===== config.mk =====
export PLATFORM = sky130hd
export DESIGN_NAME = boost_plant
export DESIGN_NICKNAME = d
export VERILOG_FILES = /design/src/rtl/boost_pkg.sv /design/src/rtl/boost_ctrl.sv /design/src/rtl/boost_dpath.sv /design/src/rtl/boost_plant.sv
export SDC_FILE = /design/constraint.sdc
export NUM_CORES = 1
export LEC_CHECK = 0
export BUFFER_PORTS_ARGS = -buffer_cell sky130_fd_sc_hd__buf_2
export CAP_MARGIN = 25
export CORE_MARGIN = 5
export CORE_UTILIZATION = 35
export CTS_BUF_LIST = sky130_fd_sc_hd__clkbuf_2 sky130_fd_sc_hd__clkbuf_4 sky130_fd_sc_hd__clkbuf_8
export DETAILED_ROUTE_END_ITERATION = 8
export PLACE_DENSITY = 0.51
export SYNTH_ARGS = -nofsm -noshare
export SYNTH_HDL_FRONTEND = slang
export SYNTH_SLANG_ARGS = --single-unit

===== constraint.sdc =====
create_clock -name clk -period 15.74 [get_ports clk]
set_input_delay 3.148 -clock clk [delete_from_list [all_inputs] [get_ports clk]]
set_output_delay 3.148 -clock clk [all_outputs]
set_load 0.01 [all_outputs]

===== src/rtl/boost_pkg.sv =====
package boost_pkg;

  typedef enum logic [1:0] {
    MODE_ON  = 2'd0,
    MODE_CCM = 2'd1,
    MODE_DCM = 2'd2
  } step_mode_e;

  typedef struct packed {
    logic       loadInit;
    logic       update;
    step_mode_e mode;
  } step_ctrl_t;

  function automatic int maxOf(input int a, input int b);
    return (a > b) ? a : b;
  endfunction

endpackage


===== src/rtl/boost_ctrl.sv =====
module boost_ctrl
  import boost_pkg::*;
(
  input  logic       rst,
  input  logic       stepEn,
  input  logic       gate,
  input  logic       ilPositive,
  output step_ctrl_t ctl
);

  always_comb begin
    ctl.loadInit = rst;
    ctl.update   = !rst && stepEn;
    if (gate)            ctl.mode = MODE_ON;
    else if (ilPositive) ctl.mode = MODE_CCM;
    else                 ctl.mode = MODE_DCM;
  end

endmodule


===== src/rtl/boost_dpath.sv =====
module boost_dpath
  import boost_pkg::*;
#(
  parameter int V_INT    = 11,
  parameter int V_FRAC   = 24,
  parameter int I_INT    = 8,
  parameter int I_FRAC   = 17,
  parameter int VG_INT   = 9,
  parameter int VG_FRAC  = 3,
  parameter int IR_INT   = 2,
  parameter int IR_FRAC  = 10,
  parameter int VFB_FRAC = 3,
  parameter int IFB_FRAC = 10,
  parameter int K_W      = 20,
  parameter int K_FRAC   = 24,
  parameter int DTL_CODE = 16777,
  parameter int DTC_CODE = 167772,
  localparam int VW   = 1 + V_INT + V_FRAC,
  localparam int ILW  = 1 + I_INT + I_FRAC,
  localparam int VGW  = 1 + VG_INT + VG_FRAC,
  localparam int IRW  = 1 + IR_INT + IR_FRAC,
  localparam int VFBW = 1 + V_INT + VFB_FRAC,
  localparam int IFBW = 1 + I_INT + IFB_FRAC
) (
  input  logic            clk,
  input  step_ctrl_t      ctl,
  input  logic [VGW-1:0]  vIn,
  input  logic [IRW-1:0]  iLoad,
  input  logic [VW-1:0]   initVout,
  input  logic [ILW-1:0]  initIl,
  output logic [VW-1:0]   vOut,
  output logic [ILW-1:0]  iInd,
  output logic [VFBW-1:0] vOutFb,
  output logic [IFBW-1:0] iIndFb,
  output logic            ilPositive
);

  // current path: operand (input voltage minus voltage feedback)
  localparam int DIF = maxOf(VG_FRAC, VFB_FRAC);
  localparam int DII = maxOf(VG_INT, V_INT) + 1;
  localparam int DIW = 1 + DII + DIF;
  localparam int PIW = DIW + K_W + 1;
  localparam int SHI = DIF + K_FRAC - I_FRAC;
  localparam int QIW = PIW - SHI;
  localparam int SIW = maxOf(ILW, QIW) + 1;

  // voltage path: operand (current feedback minus load current)
  localparam int DVF = maxOf(IR_FRAC, IFB_FRAC);
  localparam int DVI = maxOf(IR_INT, I_INT) + 1;
  localparam int DVW = 1 + DVI + DVF;
  localparam int PVW = DVW + K_W + 1;
  localparam int SHV = DVF + K_FRAC - V_FRAC;
  localparam int QVW = PVW - SHV;
  localparam int SVW = maxOf(VW, QVW) + 1;

  localparam logic [K_W-1:0] DTL_K = K_W'(DTL_CODE);
  localparam logic [K_W-1:0] DTC_K = K_W'(DTC_CODE);

  localparam logic signed [SIW-1:0] I_HI = {{(SIW-ILW+1){1'b0}}, {(ILW-1){1'b1}}};
  localparam logic signed [SIW-1:0] I_LO = {{(SIW-ILW+1){1'b1}}, {(ILW-1){1'b0}}};
  localparam logic signed [SVW-1:0] V_HI = {{(SVW-VW+1){1'b0}}, {(VW-1){1'b1}}};
  localparam logic signed [SVW-1:0] V_LO = {{(SVW-VW+1){1'b1}}, {(VW-1){1'b0}}};

  logic signed [VW-1:0]  vReg;
  logic signed [ILW-1:0] iReg;

  // reduced-precision copies: drop low fractional bits (floor)
  generate
    if (VFB_FRAC == V_FRAC) begin : g_vfb_full
      assign vOutFb = vReg;
    end else begin : g_vfb_trunc
      assign vOutFb = vReg[VW-1 : V_FRAC-VFB_FRAC];
    end
    if (IFB_FRAC == I_FRAC) begin : g_ifb_full
      assign iIndFb = iReg;
    end else begin : g_ifb_trunc
      assign iIndFb = iReg[ILW-1 : I_FRAC-IFB_FRAC];
    end
  endgenerate

  // aligned operands
  logic signed [DIW-1:0] vgAl, vfbAl, opI;
  logic signed [DVW-1:0] irAl, ifbAl, opV;

  assign vgAl  = DIW'($signed(vIn))    <<< (DIF - VG_FRAC);
  assign vfbAl = DIW'($signed(vOutFb)) <<< (DIF - VFB_FRAC);
  assign irAl  = DVW'($signed(iLoad))  <<< (DVF - IR_FRAC);
  assign ifbAl = DVW'($signed(iIndFb)) <<< (DVF - IFB_FRAC);

  assign opI = (ctl.mode == MODE_CCM) ? (vgAl - vfbAl) : vgAl;
  assign opV = (ctl.mode == MODE_CCM) ? (ifbAl - irAl) : (DVW'(0) - irAl);

  // gain products and rescale to state LSB
  logic signed [PIW-1:0] prodI;
  logic signed [PVW-1:0] prodV;
  logic signed [QIW-1:0] deltaI;
  logic signed [QVW-1:0] deltaV;

  assign prodI  = PIW'(opI) * $signed(PIW'({1'b0, DTL_K}));
  assign prodV  = PVW'(opV) * $signed(PVW'({1'b0, DTC_K}));
  assign deltaI = QIW'(prodI >>> SHI);
  assign deltaV = QVW'(prodV >>> SHV);

  // accumulate with one guard bit, then saturate to the state format
  logic signed [SIW-1:0] sumI;
  logic signed [SVW-1:0] sumV;
  logic signed [ILW-1:0] iSat, iNext;
  logic signed [VW-1:0]  vSat;

  assign sumI = SIW'(iReg) + SIW'(deltaI);
  assign sumV = SVW'(vReg) + SVW'(deltaV);

  always_comb begin
    if (sumI > I_HI)      iSat = I_HI[ILW-1:0];
    else if (sumI < I_LO) iSat = I_LO[ILW-1:0];
    else                  iSat = sumI[ILW-1:0];
  end

  always_comb begin
    if (sumV > V_HI)      vSat = V_HI[VW-1:0];
    else if (sumV < V_LO) vSat = V_LO[VW-1:0];
    else                  vSat = sumV[VW-1:0];
  end

  always_comb begin
    unique case (ctl.mode)
      MODE_ON:  iNext = iSat;
      MODE_CCM: iNext = iSat[ILW-1] ? '0 : iSat;
      default:  iNext = '0;
    endcase
  end

  always_ff @(posedge clk) begin
    if (ctl.loadInit) begin
      vReg <= initVout;
      iReg <= initIl;
    end else if (ctl.update) begin
      vReg <= vSat;
      iReg <= iNext;
    end
  end

  assign vOut       = vReg;
  assign iInd       = iReg;
  assign ilPositive = !iReg[ILW-1] && (iReg != '0);

  AST_HOLD_IDLE: assert property (@(posedge clk) disable iff (ctl.loadInit)
    !ctl.update |=> ($stable(vReg) && $stable(iReg)));

  AST_ON_RISE: assert property (@(posedge clk) disable iff (ctl.loadInit)
    (ctl.update && ctl.mode == MODE_ON && !vIn[VGW-1])
      |=> ($signed(iReg) >= $signed($past(iReg))));

  AST_CCM_NONNEG: assert property (@(posedge clk) disable iff (ctl.loadInit)
    (ctl.update && ctl.mode == MODE_CCM) |=> !iReg[ILW-1]);

  AST_DCM_ZERO: assert property (@(posedge clk) disable iff (ctl.loadInit)
    (ctl.update && ctl.mode == MODE_DCM) |=> (iReg == '0));

  AST_DCM_VDROP: assert property (@(posedge clk) disable iff (ctl.loadInit)
    (ctl.update && ctl.mode == MODE_DCM && !iLoad[IRW-1])
      |=> ($signed(vReg) <= $signed($past(vReg))));

endmodule


===== src/rtl/boost_plant.sv =====
module boost_plant
  import boost_pkg::*;
#(
  parameter int V_INT    = 11,
  parameter int V_FRAC   = 24,
  parameter int I_INT    = 8,
  parameter int I_FRAC   = 17,
  parameter int VG_INT   = 9,
  parameter int VG_FRAC  = 3,
  parameter int IR_INT   = 2,
  parameter int IR_FRAC  = 10,
  parameter int VFB_FRAC = 3,
  parameter int IFB_FRAC = 10,
  parameter int K_W      = 20,
  parameter int K_FRAC   = 24,
  parameter int DTL_CODE = 16777,
  parameter int DTC_CODE = 167772,
  localparam int VW   = 1 + V_INT + V_FRAC,
  localparam int ILW  = 1 + I_INT + I_FRAC,
  localparam int VGW  = 1 + VG_INT + VG_FRAC,
  localparam int IRW  = 1 + IR_INT + IR_FRAC,
  localparam int VFBW = 1 + V_INT + VFB_FRAC,
  localparam int IFBW = 1 + I_INT + IFB_FRAC
) (
  input  logic            clk,
  input  logic            rst,
  input  logic            stepEn,
  input  logic            gate,
  input  logic [VGW-1:0]  vIn,
  input  logic [IRW-1:0]  iLoad,
  input  logic [VW-1:0]   initVout,
  input  logic [ILW-1:0]  initIl,
  output logic [VW-1:0]   vOut,
  output logic [ILW-1:0]  iInd,
  output logic [VFBW-1:0] vOutFb,
  output logic [IFBW-1:0] iIndFb
);

  step_ctrl_t ctl;
  logic       ilPositive;

  boost_ctrl u_ctrl (
    .rst        (rst),
    .stepEn     (stepEn),
    .gate       (gate),
    .ilPositive (ilPositive),
    .ctl        (ctl)
  );

  boost_dpath #(
    .V_INT    (V_INT),
    .V_FRAC   (V_FRAC),
    .I_INT    (I_INT),
    .I_FRAC   (I_FRAC),
    .VG_INT   (VG_INT),
    .VG_FRAC  (VG_FRAC),
    .IR_INT   (IR_INT),
    .IR_FRAC  (IR_FRAC),
    .VFB_FRAC (VFB_FRAC),
    .IFB_FRAC (IFB_FRAC),
    .K_W      (K_W),
    .K_FRAC   (K_FRAC),
    .DTL_CODE (DTL_CODE),
    .DTC_CODE (DTC_CODE)
  ) u_dpath (
    .clk        (clk),
    .ctl        (ctl),
    .vIn        (vIn),
    .iLoad      (iLoad),
    .initVout   (initVout),
    .initIl     (initIl),
    .vOut       (vOut),
    .iInd       (iInd),
    .vOutFb     (vOutFb),
    .iIndFb     (iIndFb),
    .ilPositive (ilPositive)
  );

endmodule


==> Word level (Yosys, flattened, before mapping) <==
Cells that the tools add are included.
{ "classes": {"magnitude_cmp": 4, "div_mod_pow": 0, "muxes": 14, "n_bitwise": 0, "eq_ne": 1, "n_addsub": 5, "n_shift": 0, "n_mul": 2, "n_reduce_logical": 7} }
{ "op_table": {"columns": ["op", "count"], "rows": [
  ["$mux 36", 4],
  ["$mux 26", 4],
  ["$pmux 26 s2", 1],
  ["$add 36x29->37", 1],
  ["$gt 37x36->1 const B", 1],
  ["$lt 37x36->1 const B", 1],
  ["$mul 20x17->37 const B", 1],
  ["$mul 16x16->32 const B", 1],
  ["$gt 28x26->1 const B", 1],
  ["$lt 28x26->1 const B", 1],
  ["$add 26x22->27", 1],
  ["$reduce_bool 26->1", 1],
  ["$mux 25", 1],
  ["$mux 20", 1],
  ["$sub 19x13->20", 1],
  ["$mux 16", 1],
  ["$sub 13x15->16", 1],
  ["$sub 1x13->14 const A", 1],
  ["$mux 2", 2],
  ["$eq 2x1->1 const B", 1],
  ["$logic_and 1x1->1", 2],
  ["$logic_not 1->1", 2],
  ["$logic_not 2->1", 1],
  ["$reduce_bool 2->1", 1]
]} }
{ "totals": {"mem_count": 0, "register_bits": 62, "mem_bits_rw": 0, "latch_bits": 0, "wordCells": 35, "romBits": 0, "output_inout_bits": 96, "inputBits": 92} }

==> Logic depth before layout (Yosys ltp) <==
{ "logic_depth": {"ltp_word": 15, "ltp_mapped": 47} }

==> Hierarchy <==
From an unflattened synthesis, not the netlist that was laid out.
{ "hier_totals": {"hier_cells": 2168, "area_unflattened_um2": 18614.1} }
{ "by_module_without_submodules": {"columns": ["module", "area_per_inst_um2", "cells_per_inst", "n_inst", "seq_area_each_um2"], "rows": [
  ["boost_dpath", 18582.8, 2164, 1, 1861.8],
  ["boost_ctrl", 31.3, 4, 1, 0.0]
]} }

==> Worst setup path before layout <==
No wires, ideal clock.
{ "synth_timing": {"kind": "input to register", "start": "input port iLoad[0]", "end": "register u_dpath.vReg[10], in the netlist u_dpath.vOut[10], data pin", "setup_ps": 270, "path_buffers": 1, "t_arrival_ps": 13160, "setup_slack_ps": 2310, "stages": 44, "cell_sequence": "ha_1 -> inv_1 -> fa_1 -> a211oi_1 -> nor2_1 -> o221a_1 -> o31a_1 -> o41a_1 -> nand4_1 -> o41ai_2 -> nor4_2 -> ha_1 -> inv_1 -> fa_1 -> fa_1 -> inv_1 -> fa_1 -> fa_1 -> [... 8 more ...] -> nand4_1 -> nand3_1 -> o2111a_1 -> o21a_1 -> o21ai_0 -> xnor2_1 -> ha_1 -> a21o_1 -> a21o_1 -> a21oi_1 -> nor2_1 -> a2111oi_0 -> o221ai_1 -> xnor2_1 -> nand2_1 -> buf_2 -> a211oi_1 -> a21oi_1"} }
{ "synth_via": {"elab_chain_cells": 9} }
{ "synth_lines": {"columns": ["item", "line", "rtl"], "rows": [
  ["from (decl)", "boost_plant.sv:30", "input logic [IRW-1:0] iLoad,"],
  ["$sub 19x13->20 or $sub 1x13->14 (tied branches)", "boost_dpath.sv:91", "assign opV = (ctl.mode == MODE_CCM) ? (ifbAl - irAl) : (DVW'(0) - irAl);"],
  ["$mux 20 (*)", "boost_dpath.sv:91", null],
  ["$mul 20x17->37 (*)", "boost_dpath.sv:100", "assign prodV = PVW'(opV) * $signed(PVW'({1'b0, DTC_K}));"],
  ["$add 36x29->37 (*)", "boost_dpath.sv:111", "assign sumV = SVW'(vReg) + SVW'(deltaV);"],
  ["$lt 37x36->1", "boost_dpath.sv:121", "else if (sumV < V_LO) vSat = V_LO[VW-1:0];"],
  ["$mux 36", "boost_dpath.sv:121", null],
  ["$mux 36 (*)", "boost_dpath.sv:120", "if (sumV > V_HI) vSat = V_HI[VW-1:0];"],
  ["$mux 36 (*)", "boost_dpath.sv:137", "end else if (ctl.update) begin"],
  ["$mux 36 (*)", "boost_dpath.sv:134", "if (ctl.loadInit) begin"],
  ["to (signal assigned)", "boost_dpath.sv:135", "vReg <= initVout;"],
  ["to (signal assigned)", "boost_dpath.sv:138", "vReg <= vSat;"],
  ["to (decl)", "boost_dpath.sv:64", "logic signed [VW-1:0] vReg;"]
]} }
Every way passes the cells marked *; elsewhere a longest branch is shown, timed or not. The select of a mux whose other input is x is not followed.
A chain may end at the register's enable or synchronous reset.

==> Worst setup path in the final report <==
{ "layout_timing": {"start": "input port iLoad[0]", "end": "register u_dpath.vReg[9], in the netlist u_dpath.vOut[9], data pin"} }
The elaborated chain is that of the path after synthesis.

==> summary.md <==
| Metric | Value |
|---|---|
| Core area | `52340 µm²` |
| Tightest Pin Transition | `0.9542 ns` |
| Port Buffers | `187` |
| Total track usage | `0.1793` |
| Routed via count | `15.09k` |
| Netlist cell types | `75` |
| Ranking of synthesized cells by area | `ha_1 (23%), fa_1 (20%), edfxtp_1 (10%)` |
| Worst-Skew Late Latency | `0.41 ns` |
| Yosys reg bits | `62` |
| Ys flop type | `edfxtp_1` |
| Nets | `2898` |
| Worst Hold Class | `reg -> reg` |
| Worst setup path class | `in -> reg` |
| Synth top area share | `0.2284` |
| Worst Slack Setup Final | `0.8648 ns` |
| Routed wire length | `50790 µm` |
| Run status | `finished, final reports clean` |
| Global placer's final weighted congestion | `0.8798` |
| Crit. End Element | `flop` |
| Starting Density | `0.3517` |
| Mapped cell area | `18410 µm²` |
| Vias in the first global route | `15.55k` |
| Remaining antenna violation count | `0` |
| I/O pins | `188` |
| Number of fill cells | `5448` |
| Row count | `84` |
| Critical Path Source Type | `input pin` |
| Final period utilization | `0.9451` |
| Clock Sinks | `62` |
| Vias per cell | `5.061` |
| DP Wirelength | `43750 µm` |
| Endpoints failing setup | `0` |
| Clock transition at path regs | `0.07 ns` |
| First-pass GRT wire length | `82530 µm` |
| Post-synth net total | `2746` |
| CTS Hold Bufs | `0` |
| Area delta synth->final | `9.767%` |
| Post-Route Skew | `0.02142 ns` |
| Mapped Avg Cell Area | `8.614 µm²` |
| Total die area | `57280 µm²` |
| Clock root buffer master | `clkbuf_8` |
| Sequential area share after synthesis | `0.1011` |
| Max Slew Vio Count | `0` |
| Cell taking the most area after synthesis | `ha_1` |
| Gr ovfl total | `0` |
| Hold Fails Final Rpt | `0` |
| Initial antenna violation count | `2` |
| Post-layout minimum cycle time | `14.88 ns` |
| Routed length per placed instance | `17.03 µm` |
| TNS Setup | `0 ns` |
| Yosys warnings | `0` |
| Max stage delay on crit path | `0.64 ns` |
| DR iter-0 viols | `765` |
| H-tree Lvls | `3` |
| Initial DRT Pass Iterations | `5` |
| DRC | `0` |
| Max cap viols | `0` |
| Worst EP required | `15.86 ns` |
| CP dominant cell by count | `fa_1` |
| Async SR Flop Fraction | `0` |
| Die Wd | `239.3 µm` |
| Critical path's slowest cell | `a21oi_1` |
| Pre-CTS setup slack | `0.2833 ns` |
| Number of flops mapped to enable cells by yosys | `62` |
| Fmax | `67.23 MHz` |
| Critical Path AT | `15.00 ns` |
| Max clock buf depth | `2` |
| RSZ-0062 raised after global routing | `false` |
| Total CTS buffers | `9` |
| Slew margin rel. | `0.3632` |
| Crit-path max FO | `13` |
| Post-synthesis cell count | `2137` |
| Largest net degree at the start of global routing | `63` |
| Die Ht | `239.3 µm` |
| Final core occ | `0.3861` |
| CTS tree | `done` |
| Share of layout cells above drive strength 1 | `0.1116` |
[cells in the final DEF, fill, tap and decap left out, types with 6 or more instances in the layout]
cell type  synthesis  layout
xor2_1            53      53
and2_1            14      14
a221o_1           23      23
a21oi_1          148     147
o21ai_0           57      56
o21bai_1          11      11
a31o_2             8       8
a31oi_1           14      14
xnor2_1          118     118
o21a_1            21      21
nor2_1           101     100
edfxtp_1          62      62
nor2b_1           27      27
inv_1            440     440
buf_4             34      22
nor4_1            12      12
or2_2              6       6
nand3_1           29      29
maj3_1            12      12
nand2_1           98      97
a21o_1            73      73
a211oi_1          20      20
nand4_1           11      11
o21ai_1           36      37
clkbuf_8           0       9
buf_2              5     187
nor3_1            34      34
and4_1            11      11
ha_1             336     336
nand2b_1          15      15
and3_1             9       9
fa_1             181     181
[per-stage QoR]
stage,hold slack [ns],std cells,cell area (µm²)
2_1_floorplan,0.8311,2137,18410
3_3_place_gp,0.8530,2965,19990
3_5_place_dp,0.8564,2966,20000
4_1_cts,0.8744,2981,20200
5_1_grt,0.9366,2982,20210
6_report,0.8737,2982,20210
[synthesized netlist by cell type (3+ instances only)]
library cell,n
mux2_2,5
o41ai_1,3
a31o_2,8
nand3b_1,5
and3_1,9
o21ai_1,36
inv_1,440
or3_1,5
o21ai_0,57
a21o_1,73
nor2b_1,27
a22o_1,5
o211ai_1,4
ha_1,336
buf_4,34
nand2_1,98
o21a_1,21
fa_1,181
and2_1,14
o21bai_1,11
xnor2_1,118
xor2_1,53
o31ai_1,4
or2_2,6
and4_1,11
a221o_1,23
o31a_1,4
nor4_1,12
a211o_1,4
nor2_1,101
edfxtp_1,62
o22ai_1,4
a21boi_0,4
nor3_1,34
nand3_1,29
a21oi_1,148
buf_2,5
nand2b_1,15
maj3_1,12
a211oi_1,20
nand4_1,11
clkbuf_1,29
a31oi_1,14
mux2i_1,5
[repair_timing]
item / 4_1_cts / 5_1_grt
buffers inserted: 0 / 0
endpoints found under the hold margin: 0 / 0
resized for setup: 0 / 2
setup endpoints to repair: 0 / 23
[worst paths after layout]
| kind | start | to | slack, ns | cells after the start |
|---|---|---|---|---|
| setup / recovery | iLoad[0] | u_dpath.vOut[9] | 0.86 | 45 |
| hold / removal | u_dpath.iInd[0] | u_dpath.iInd[0] | 0.87 | 3 |
| setup reg to reg | u_dpath.iInd[7] | u_dpath.vOut[9] | 3.07 | 45 |
| hold reg to reg | u_dpath.iInd[0] | u_dpath.iInd[0] | 0.87 | 3 |
[final cells by class]
type,instances,area (µm²),share of cell area
Multi-Input combinational cell,1565,14520,0.7183
Sequential cell,62,1862,0.09214
Inverter,442,1659,0.08211
Timing Repair Buffer,209,1101,0.05449
Tap cell,688,860.8,0.04260
Clock buffer,10,131.4,0.006502
Clock inverter,5,75.07,0.003715
Antenna cell,1,2.502,0.0001238
[state kept, by name (all words and copies together), names as in the netlist]
name          count
u_dpath.vOut     36
u_dpath.iInd     26
[cells by family (layout without fill, tap and decap cells)]
kind of cell,after synthesis,after routing,synth area share
adders and majority gates,529,529,0.4317
buffers and inverters,510,666,0.1113
AOI/OAI and AO/OA,467,467,0.1648
and+or+nand+nor,388,388,0.1039
xor gates and xnor gates,171,171,0.08136
DFF,62,62,0.1011
muxes,10,10,0.005777
other,0,1,0
[routing by layer]
metal	part of all wire	global-route usage	wire length (µm)
met3	0.032	0.01623	1640
met4	0.017	0.04254	887
met2	0.47	0.3002	23740
met1	0.48	0.2520	24500
met5	0.00022	0	11
[worst max-delay path, delay by kind of cell]
family	cells	cell delay [ns]
AO/OA/AOI/OAI	19	4.46
adder cells (fa/ha/maj)	10	4.28
AND/OR/NAND/NOR	6	1.17
XOR/XNOR	3	1.15
buffers and inverters	7	0.75
Power is left out: the tool's default activity adds up to more than one toggle a clock period on the data nets, which glitch-free logic cannot reach.
